File: src/rtl/ptp_pkg.sv
package ptp_pkg;

  localparam int PORT_W = 8;

  // pin positions that carry an alternate function
  localparam int PIN_NMI    = 5;
  localparam int PIN_IRQ    = 4;
  localparam int PIN_CLK2X  = 2;
  localparam int PIN_APICLK = 1;
  localparam int PIN_BUSCLK = 0;

  typedef enum logic [1:0] {
    ROLE_GPIO     = 2'd0,
    ROLE_FORCE_IN = 2'd1,
    ROLE_CLK_OUT  = 2'd2
  } pinRole_e;

  function automatic pinRole_e pinRole(input int idx);
    case (idx)
      PIN_NMI, PIN_IRQ:                  return ROLE_FORCE_IN;
      PIN_CLK2X, PIN_APICLK, PIN_BUSCLK: return ROLE_CLK_OUT;
      default:                           return ROLE_GPIO;
    endcase
  endfunction

  // strobes from control to datapath, one bit per pin
  typedef struct packed {
    logic [PORT_W-1:0] forceIn;
    logic [PORT_W-1:0] forceOut;
    logic [PORT_W-1:0] perVal;
  } ovrCtl_t;

endpackage

File: src/rtl/ptp_ctrl.sv
module ptp_ctrl
  import ptp_pkg::*;
(
  input  logic    clk,
  input  logic    rstN,
  input  logic    xMaskBit,
  input  logic    irqEnable,
  input  logic    eclk2xEn,
  input  logic    eclk2x,
  input  logic    apiClkEn,
  input  logic    apiClkRoute,
  input  logic    apiClk,
  input  logic    eclkEn,
  input  logic    eclk,
  input  logic    dbgPin,
  input  logic    dbgOeReq,
  output ovrCtl_t ctl,
  output logic    modeBit,
  output logic    dbgPadOe
);

  logic              nmiLockQ;
  logic              modeQ;
  logic [PORT_W-1:0] inReq;
  logic [PORT_W-1:0] outReq;
  logic [PORT_W-1:0] outVal;

  // sticky input lock for the non-maskable interrupt pin
  always_ff @(posedge clk) begin
    if (!rstN) nmiLockQ <= 1'b0;
    else if (!xMaskBit) nmiLockQ <= 1'b1;
  end

  // mode bit follows the debug pad while reset is held, then freezes
  always_ff @(posedge clk) begin
    if (!rstN) modeQ <= dbgPin;
  end

  assign modeBit  = modeQ;
  assign dbgPadOe = rstN & dbgOeReq;

  // collect per-pin requests from the system functions
  always_comb begin
    inReq  = '0;
    outReq = '0;
    outVal = '0;
    inReq[PIN_NMI]     = nmiLockQ;
    inReq[PIN_IRQ]     = irqEnable;
    outReq[PIN_CLK2X]  = eclk2xEn;
    outVal[PIN_CLK2X]  = eclk2x;
    outReq[PIN_APICLK] = apiClkEn & apiClkRoute;
    outVal[PIN_APICLK] = apiClk;
    outReq[PIN_BUSCLK] = eclkEn;
    outVal[PIN_BUSCLK] = eclk;
  end

  for (genvar i = 0; i < PORT_W; i++) begin : g_pin
    if (pinRole(i) == ROLE_FORCE_IN) begin : g_in
      assign ctl.forceIn[i]  = inReq[i];
      assign ctl.forceOut[i] = 1'b0;
      assign ctl.perVal[i]   = 1'b0;
    end else if (pinRole(i) == ROLE_CLK_OUT) begin : g_out
      assign ctl.forceIn[i]  = 1'b0;
      assign ctl.forceOut[i] = outReq[i];
      assign ctl.perVal[i]   = outVal[i];
    end else begin : g_gpio
      assign ctl.forceIn[i]  = 1'b0;
      assign ctl.forceOut[i] = 1'b0;
      assign ctl.perVal[i]   = 1'b0;
    end
  end

  // a cleared mask bit locks pin 5 from the next edge on
  a_r4_lock_sets: assert property (@(posedge clk) disable iff (!rstN)
    !xMaskBit |=> ctl.forceIn[PIN_NMI]);

  // once locked, the pin stays locked until reset
  a_r4_lock_keeps: assert property (@(posedge clk) disable iff (!rstN)
    ctl.forceIn[PIN_NMI] |=> ctl.forceIn[PIN_NMI]);

  // mode bit frozen while out of reset
  a_r10_mode_hold: assert property (@(posedge clk) disable iff (!rstN)
    rstN |=> $stable(modeBit));

  // debug pad never driven during reset
  always_comb begin
    if (!rstN) a_r11_dbg_quiet: assert (!dbgPadOe);
  end

  // unused-bit sinks (non-override pins)
  logic unusedBits;
  assign unusedBits = ^{inReq, outReq, outVal};

endmodule

File: src/rtl/ptp_datapath.sv
module ptp_datapath
  import ptp_pkg::*;
(
  input  logic              clk,
  input  logic              rstN,
  input  logic [PORT_W-1:0] wrData,
  input  logic              wrDataStb,
  input  logic              wrDirStb,
  input  ovrCtl_t           ctl,
  input  logic [PORT_W-1:0] padIn,
  output logic [PORT_W-1:0] padOut,
  output logic [PORT_W-1:0] padOe,
  output logic [PORT_W-1:0] rdPort
);

  logic [PORT_W-1:0] dataQ;
  logic [PORT_W-1:0] dirQ;

  always_ff @(posedge clk) begin
    if (!rstN) begin
      dataQ <= '0;
      dirQ  <= '0;
    end else begin
      if (wrDataStb) dataQ <= wrData;
      if (wrDirStb)  dirQ  <= wrData;
    end
  end

  for (genvar i = 0; i < PORT_W; i++) begin : g_pad
    always_comb begin
      if (ctl.forceOut[i]) begin
        padOe[i]  = 1'b1;
        padOut[i] = ctl.perVal[i];
      end else if (ctl.forceIn[i]) begin
        padOe[i]  = 1'b0;
        padOut[i] = dataQ[i];
      end else begin
        padOe[i]  = dirQ[i];
        padOut[i] = dataQ[i];
      end
    end

    assign rdPort[i] = padOe[i] ? dataQ[i] : padIn[i];

    // output pins read back the register, input pins the pad
    a_r3_read_src: assert property (@(posedge clk) disable iff (!rstN)
      padOe[i] ? (rdPort[i] == dataQ[i]) : (rdPort[i] == padIn[i]));

    // a forced output pin is always driven
    a_r6_forced_drive: assert property (@(posedge clk) disable iff (!rstN)
      ctl.forceOut[i] |-> padOe[i]);
  end

  // strobes load the registers on the edge
  a_r12_data_load: assert property (@(posedge clk) disable iff (!rstN)
    wrDataStb |=> dataQ == $past(wrData));

  a_r12_dir_load: assert property (@(posedge clk) disable iff (!rstN)
    wrDirStb |=> dirQ == $past(wrData));

endmodule

File: src/rtl/pin_takeover_port.sv
module pin_takeover_port
  import ptp_pkg::*;
(
  input  logic              clk,
  input  logic              rstN,
  input  logic [PORT_W-1:0] wrData,
  input  logic              wrDataStb,
  input  logic              wrDirStb,
  input  logic              xMaskBit,
  input  logic              irqEnable,
  input  logic              eclk2xEn,
  input  logic              eclk2x,
  input  logic              apiClkEn,
  input  logic              apiClkRoute,
  input  logic              apiClk,
  input  logic              eclkEn,
  input  logic              eclk,
  input  logic [PORT_W-1:0] padIn,
  input  logic              dbgPin,
  input  logic              dbgOeReq,
  output logic [PORT_W-1:0] padOut,
  output logic [PORT_W-1:0] padOe,
  output logic [PORT_W-1:0] rdPort,
  output logic              modeBit,
  output logic              dbgPadOe
);

  ovrCtl_t ctl;

  ptp_ctrl u_ctrl (
    .clk        (clk),
    .rstN       (rstN),
    .xMaskBit   (xMaskBit),
    .irqEnable  (irqEnable),
    .eclk2xEn   (eclk2xEn),
    .eclk2x     (eclk2x),
    .apiClkEn   (apiClkEn),
    .apiClkRoute(apiClkRoute),
    .apiClk     (apiClk),
    .eclkEn     (eclkEn),
    .eclk       (eclk),
    .dbgPin     (dbgPin),
    .dbgOeReq   (dbgOeReq),
    .ctl        (ctl),
    .modeBit    (modeBit),
    .dbgPadOe   (dbgPadOe)
  );

  ptp_datapath u_dp (
    .clk       (clk),
    .rstN      (rstN),
    .wrData    (wrData),
    .wrDataStb (wrDataStb),
    .wrDirStb  (wrDirStb),
    .ctl       (ctl),
    .padIn     (padIn),
    .padOut    (padOut),
    .padOe     (padOe),
    .rdPort    (rdPort)
  );

endmodule

File: config.mk
export PLATFORM = sky130hd
export DESIGN_NAME = pin_takeover_port
export DESIGN_NICKNAME = d
export VERILOG_FILES = /design/src/rtl/ptp_pkg.sv /design/src/rtl/ptp_ctrl.sv /design/src/rtl/ptp_datapath.sv /design/src/rtl/pin_takeover_port.sv
export SDC_FILE = /design/constraint.sdc
export NUM_CORES = 1
export LEC_CHECK = 0
export ABC_CLOCK_PERIOD_IN_PS = 1050
export CAP_MARGIN = 30
export CORE_MARGIN = 2
export CORE_UTILIZATION = 31
export CTS_CLUSTER_SIZE = 14
export DETAILED_ROUTE_END_ITERATION = 8
export GPL_TIMING_DRIVEN = 0
export PLACE_DENSITY = 0.74
export SYNTH_ARGS = -nofsm -noshare
export SYNTH_HDL_FRONTEND = slang
export SYNTH_SLANG_ARGS = --single-unit
File: constraint.sdc
create_clock -name clk -period 1.05 [get_ports clk]
set_clock_uncertainty 0.2 [all_clocks]
set_input_delay 0.105 -clock clk [delete_from_list [all_inputs] [get_ports clk]]
set_output_delay 0.105 -clock clk [all_outputs]
set_load 0.01 [all_outputs]
==> impl_results.md, run 1 <==
- Total grt overflow: 0
- RSZ-0062 raised after global routing: yes
- Die H: 56.7 um
- # nets final: 177
- Maxcap violations: 0
- Worst Path Arrival: 1.27 ns
- Reg2Reg Setup Slack: 0.02 ns
- Drt wl/cell: 13.2 um
- Crit path from: u_dp.dirQ[2]
- HP Class: input pin to flip-flop
- FF-to-FF Start: u_dp.dataQ[5]
- IO Count: 57
- CTS Buf Count: 3
- Post-synthesis sequential area ratio: 0.430
- Clock buffer depth: 2
- Sink Count: 18
- Initial Util: 0.321
- DR pass1 iterations: 2
- Cell count after synthesis: 82
- Die footprint: 3220 um^2
- Number of global-route vias before repair: 850
- Sw Share: 0.243
- Global Route Usage Sum: 0.149
- Crit path time final: 1.57 ns
- R2r worst-path depth: 4
- Critical path capture point type: output pin
- GPL Wtd Cong: 0.698
- CTS root buf: clkbuf_4
- Core ar.: 2690 um^2
- Clock transition at the registers of the reported paths: 0.10 ns
- Largest net degree at the start of global routing: 11
- DRC Markers: 0
- CTS tree: done
- Synthesized flop and latch total: 18
- Startpoint types: flip-flop
- Status: finished, violations left
- Avg Inst Size Synth: 10.5 um^2
- Combinational Power Share: 0.308
- Worst-Skew Late Latency: 0.29 ns
- N_diodes: 0
- Die X: 56.7 um
- Fin area: 1630 um^2
- Highest clock rate: 637 MHz
- Placed Area: 1470 um^2
- Port bufs: 54
- Power Dens Cells: 1060 nW/um^2
- First-pass GRT wire length: 3730 um
- Yosys warnings: 0
- P_sw: 0.418 mW
- Max IR drop VDD: 687 uV
- Vias: 808
- Static leakage: 0.785 nW
- Layout cell share with drive strength beyond 1: 0.538
- Worst-path maximum fanout: 2
- H-tree lvl count: 1
- Failing checks: negative hold slack, negative setup slack
- Initial antenna violation count: 0
- Sequential share of power: 0.447
- Max transition margin: 0.875
- Post-DP HPWL: 1680 um
- Vias per inst: 4.59
- Number of cell rows: 19
- Worst-Margin Slew: 0.187 ns
- Worst Setup EP: rdPort[2]
- Cell Int Power: 1.30 mW
- Final WL: 2330 um
- Final period utilization: 1.50
- Synthesized Nets: 113
- Mapped Area: 862 um^2
- Syn-to-layout area delta: 88.5%
- Finish-stage setup viols: 25
- Fin. max-slew vios: 0
- Layout Utilization: 0.605
- Crit Path Class: flip-flop to output pin
- Final worst slack: -0.521 ns
- Clock power share: 0.246
- Iter 0 DRT Violations: 5
- Final hold violation count: 11
- ANT nets after route: 0
- Req. time, crit path: 0.74 ns
- Library cells used by synthesis: 16
- Hold slack: -0.0263 ns
- Reg2reg end: u_dp.dataQ[5]
[cells in the mapped netlist (all sizes together)]
cell type / number / area (um^2)
a21oi: 1 / 5.00
a21o: 1 / 7.51
mux2i: 16 / 160
and2: 1 / 6.26
edfxtp: 1 / 30.0
dfxtp: 17 / 340
or2: 2 / 17.5
nand2: 1 / 3.75
mux2: 11 / 131
inv: 2 / 7.50
nor2: 16 / 60.1
nor2b: 2 / 12.5
buf: 11 / 80.1
[layout make-up]
class / count / area [um^2]
inverter: 2 / 7.51
timing repair buffer: 66 / 668
fill: 247 / 1060
clock buffer: 4 / 36.3
sequential: 18 / 390
multi-input combinational: 51 / 453
tap: 31 / 38.8
buffer: 4 / 31.3
[state kept, by name, summed over array words and instances (netlist names)]
signal           count
u_dp.dataQ           8
u_ctrl.nmiLockQ      1
u_ctrl.modeBit       1
u_dp.dirQ            8
[worst min path at each step]
stage / cells past startpoint / startpoint / slack, ns / endpoint
6_report: 3 / wrDirStb / -0.03 / u_dp.dirQ[0]
5_1_grt: 3 / wrDataStb / -0.02 / u_dp.dataQ[6]
4_1_cts: 3 / wrDirStb / -0.02 / u_dp.dirQ[0]
3_5_place_dp: 2 / u_ctrl.nmiLockQ / 0.27 / u_ctrl.nmiLockQ
3_3_place_gp: 2 / u_dp.dirQ[4] / 0.27 / u_dp.dirQ[4]
2_1_floorplan: 1 / xMaskBit / 0.0009 / u_ctrl.nmiLockQ
[through the flow]
step	setup WS, ns	total power [mW]	TNS (ns)	std cells
global route	-0.579	1.82	-7.71	176
floorplan	-0.0979	0.979	-0.394	82
CTS	-0.530	1.72	-6.57	173
finish	-0.521	1.72	-6.41	176
detailed placement	-0.843	1.25	-15.46	167
global placement	-0.818	1.24	-14.86	167
[worst max-delay path: stages (launching register included)]
cell and delay (ns):
dfxtp_2 0.33, or2_4 0.23, mux2_4 0.30, buf_6 0.12
[what timing repair did]
action / CTS / global route
setup buffers: 7 / 10
pin swaps: 1 / 1
cloned: 0 / 0
endpoints found under the setup margin: 27 / 26
gates resized for setup: 158 / 13
hold endpoints to repair: 11 / 3
[kinds of logic (layout without fill, tap and decap cells)]
group                  count (synthesis)  count (layout)  synth area share
AND/OR/NAND/NOR                       22              22             0.116
buffers and inverters                 13              76             0.102
AO/OA/AOI/OAI                          2               2            0.0145
multiplexers                          27              27             0.338
flip-flops                            18              18             0.430
[per-layer routing]
| layer | vias up | track usage | share of wire |
|---|---|---|---|
| met5 | - | 0 | 0 |
| met4 | 0 | 0.0598 | 0.012 |
| met1 | 374 | 0.180 | 0.39 |
| met3 | 4 | 0.0392 | 0.094 |
| met2 | 39 | 0.249 | 0.51 |
| li1 | 391 | - | - |
[placed cells by master (no fill, tap or decap), types with 2 or more instances in the layout]
cell,n
buf_2,4
mux2i_1,16
dlygate4sd2_1,6
nor2_1,16
buf_6,33
clkdlybuf4s50_1,22
mux2_4,11
nor2b_4,2
buf_4,4
dfxtp_2,16
clkbuf_4,3
or2_4,2
[power by group through the flow]
stage / Combinational [mW] / Sequential (mW) / Clock, mW
floorplan: 0.209 / 0.770 / 0
global placement: 0.465 / 0.774 / 0
detailed placement: 0.476 / 0.775 / 0
CTS: 0.518 / 0.769 / 0.438
global route: 0.567 / 0.774 / 0.480
finish: 0.529 / 0.768 / 0.423
(Power assumes the default switching activity.)
==> run 2, diff against run 1 <==
--- a/config.mk
+++ b/config.mk
@@ -11,8 +11,10 @@
 export CORE_UTILIZATION = 31
 export CTS_CLUSTER_SIZE = 14
 export DETAILED_ROUTE_END_ITERATION = 8
+export GPL_ROUTABILITY_DRIVEN = 1
 export GPL_TIMING_DRIVEN = 0
 export PLACE_DENSITY = 0.74
 export SYNTH_ARGS = -nofsm -noshare
 export SYNTH_HDL_FRONTEND = slang
 export SYNTH_SLANG_ARGS = --single-unit
+export TNS_END_PERCENT = 1
==> impl_results.md, run 2 (synthesis gave the netlist of run 1 again) <==
- Worst-path maximum fanout: 2
- Crit path largest cell delay: 0.33 ns
- Total grt overflow: 0
- Failing checks: negative hold slack, negative setup slack
- Initial antenna violation count: 0
- P_sw: 0.392 mW
- Sink Count: 18
- Buf+Inv Stages, Crit Path: 1
- Static leakage: 0.753 nW
- N_diodes: 0
- Worst-Skew Late Latency: 0.28 ns
- Max IR drop VDD: 753 uV
- RSZ-0062 raised after global routing: yes
- Power Dens Cells: 1040 nW/um^2
- First-pass GRT wire length: 3460 um
- Crit path time final: 1.56 ns
- Number of cell rows: 19
- Critical Path Slowest Stage Cell: dfxtp_2
- Die footprint: 3220 um^2
- Combinational Power Share: 0.304
- Clock buffer depth: 2
- ANT nets after route: 0
- Clock transition at the registers of the reported paths: 0.10 ns
- HP Class: input pin to flip-flop
- Die X: 56.7 um
- Hold slack: -0.0101 ns
- Sequential share of power: 0.482
- Initial Util: 0.321
- Die H: 56.7 um
- CTS Buf Count: 3
- Status: finished, violations left
- Global Route Usage Sum: 0.137
- DRC Markers: 0
- IO Count: 57
- Worst Path Arrival: 1.25 ns
- # Post-CTS Setup Buffers: 0
- Most frequent cells in the layout: buf_6 (26), clkdlybuf4s50_1 (22), mux2i_1 (16), nor2_1 (16), dfxtp_2 (16)
- Worst-Margin Slew: 0.193 ns
- Layout cell share with drive strength beyond 1: 0.507
- Max transition margin: 0.871
- Cells after DPL: 167
- GPL Wtd Cong: 0.672
- Startpoint types: flip-flop
- Req. time, crit path: 0.74 ns
- Final WL: 2160 um
- Critical path capture point type: output pin
- CTS root buf: clkbuf_4
- Number of global-route vias before repair: 789
- Final worst slack: -0.505 ns
- H-tree lvl count: 1
- Drt wl/cell: 12.6 um
- Commonest non-fill, non-tap cell in the layout: buf_6
- Final std cells w/o fill: 171
- Core ar.: 2690 um^2
- CP delay by family, top: flip-flops
- Clock power share: 0.214
- Placed Area: 1460 um^2
- Fin area: 1540 um^2
- Maxcap violations: 0
- Largest net degree at the start of global routing: 11
- Iter 0 DRT Violations: 5
- Crit Path Class: flip-flop to output pin
- Finish-stage setup viols: 25
- Largest regs: u_dp.dataQ (8), u_dp.dirQ (8)
- Final period utilization: 1.48
- CTS tree: done
- Final hold violation count: 1
- Highest clock rate: 643 MHz
- # nets final: 172
- Critical-path cell list: or2_4 > mux2_4 > buf_6
- Fin. max-slew vios: 0
- Cell Int Power: 1.21 mW
- DR pass1 iterations: 2
- Vias per inst: 4.61
- Syn-to-layout area delta: 78.8%
- Vias: 788
- Port bufs: 54
- Sw Share: 0.245
run 2: changes by cell type in the layout (fill, tap and decap cells not counted), sizes merged:
cell and delta:
buf -5, dlygate4sd2 -2, dlymetal6s2s +2
run 2: layer usage:
layer	routed length, um	vias up	track usage
met5	0	-	0
met4	0	0	0.0432
met3	193	0	0.0323
met2	1090	37	0.259
met1	879	368	0.150
li1	-	383	-
run 2: power groups by stage:
stage          Combinational, mW  Sequential (mW)  Clock (mW)
2_1_floorplan              0.203            0.769           0
3_3_place_gp               0.460            0.773           0
3_5_place_dp               0.470            0.775           0
4_1_cts                    0.492            0.771       0.360
5_1_grt                    0.520            0.777       0.390
6_report                   0.486            0.771       0.342
run 2: worst paths after layout:
path	start	to	slack [ns]	depth (start not counted)
min reg2reg	u_ctrl.nmiLockQ	u_ctrl.nmiLockQ	0.29	2
max reg2reg	u_dp.dirQ[3]	u_dp.dirQ[3]	0.21	2
min	wrDataStb	u_dp.dataQ[4]	-0.01	3
max	u_dp.dirQ[2]	rdPort[2]	-0.51	3
run 2: what timing repair did:
| item | in CTS | in global routing |
|---|---|---|
| pin swaps | 1 | 1 |
| endpoints found under the setup margin | 35 | 25 |
| gates resized for setup | 133 | 6 |
| endpoints found under the hold margin | 1 | 2 |
run 2: tightest hold or removal path, stage by stage:
cell     delay, ns
buf_4         0.18
mux2i_1       0.09
nor2_1        0.07
run 2: layout make-up:
cell class	count	area, um^2
fill	246	1140
timing repair buffer	54	523
multi-input combinational	51	445
sequential	18	390
buffer	11	110
tap	31	38.8
clock buffer	4	26.3
inverter	2	7.51
run 2: through the flow:
step / util / TNS [ns] / setup WS, ns / total power [mW]
after floorplan: - / -0.471 / -0.0979 / 0.972
after global placement: 0.542 / -15.07 / -0.818 / 1.23
after global routing: 0.574 / -6.99 / -0.547 / 1.69
after CTS: 0.571 / -6.45 / -0.517 / 1.62
final: 0.574 / -5.90 / -0.505 / 1.60
after detailed placement: 0.542 / -15.64 / -0.837 / 1.24
==> run 3, diff against run 2 <==
--- a/config.mk
+++ b/config.mk
@@ -17,4 +17,3 @@
 export SYNTH_ARGS = -nofsm -noshare
 export SYNTH_HDL_FRONTEND = slang
 export SYNTH_SLANG_ARGS = --single-unit
-export TNS_END_PERCENT = 1
==> results of run 3 <==
Final layout, timing and power as in run 1 (identical DEF).
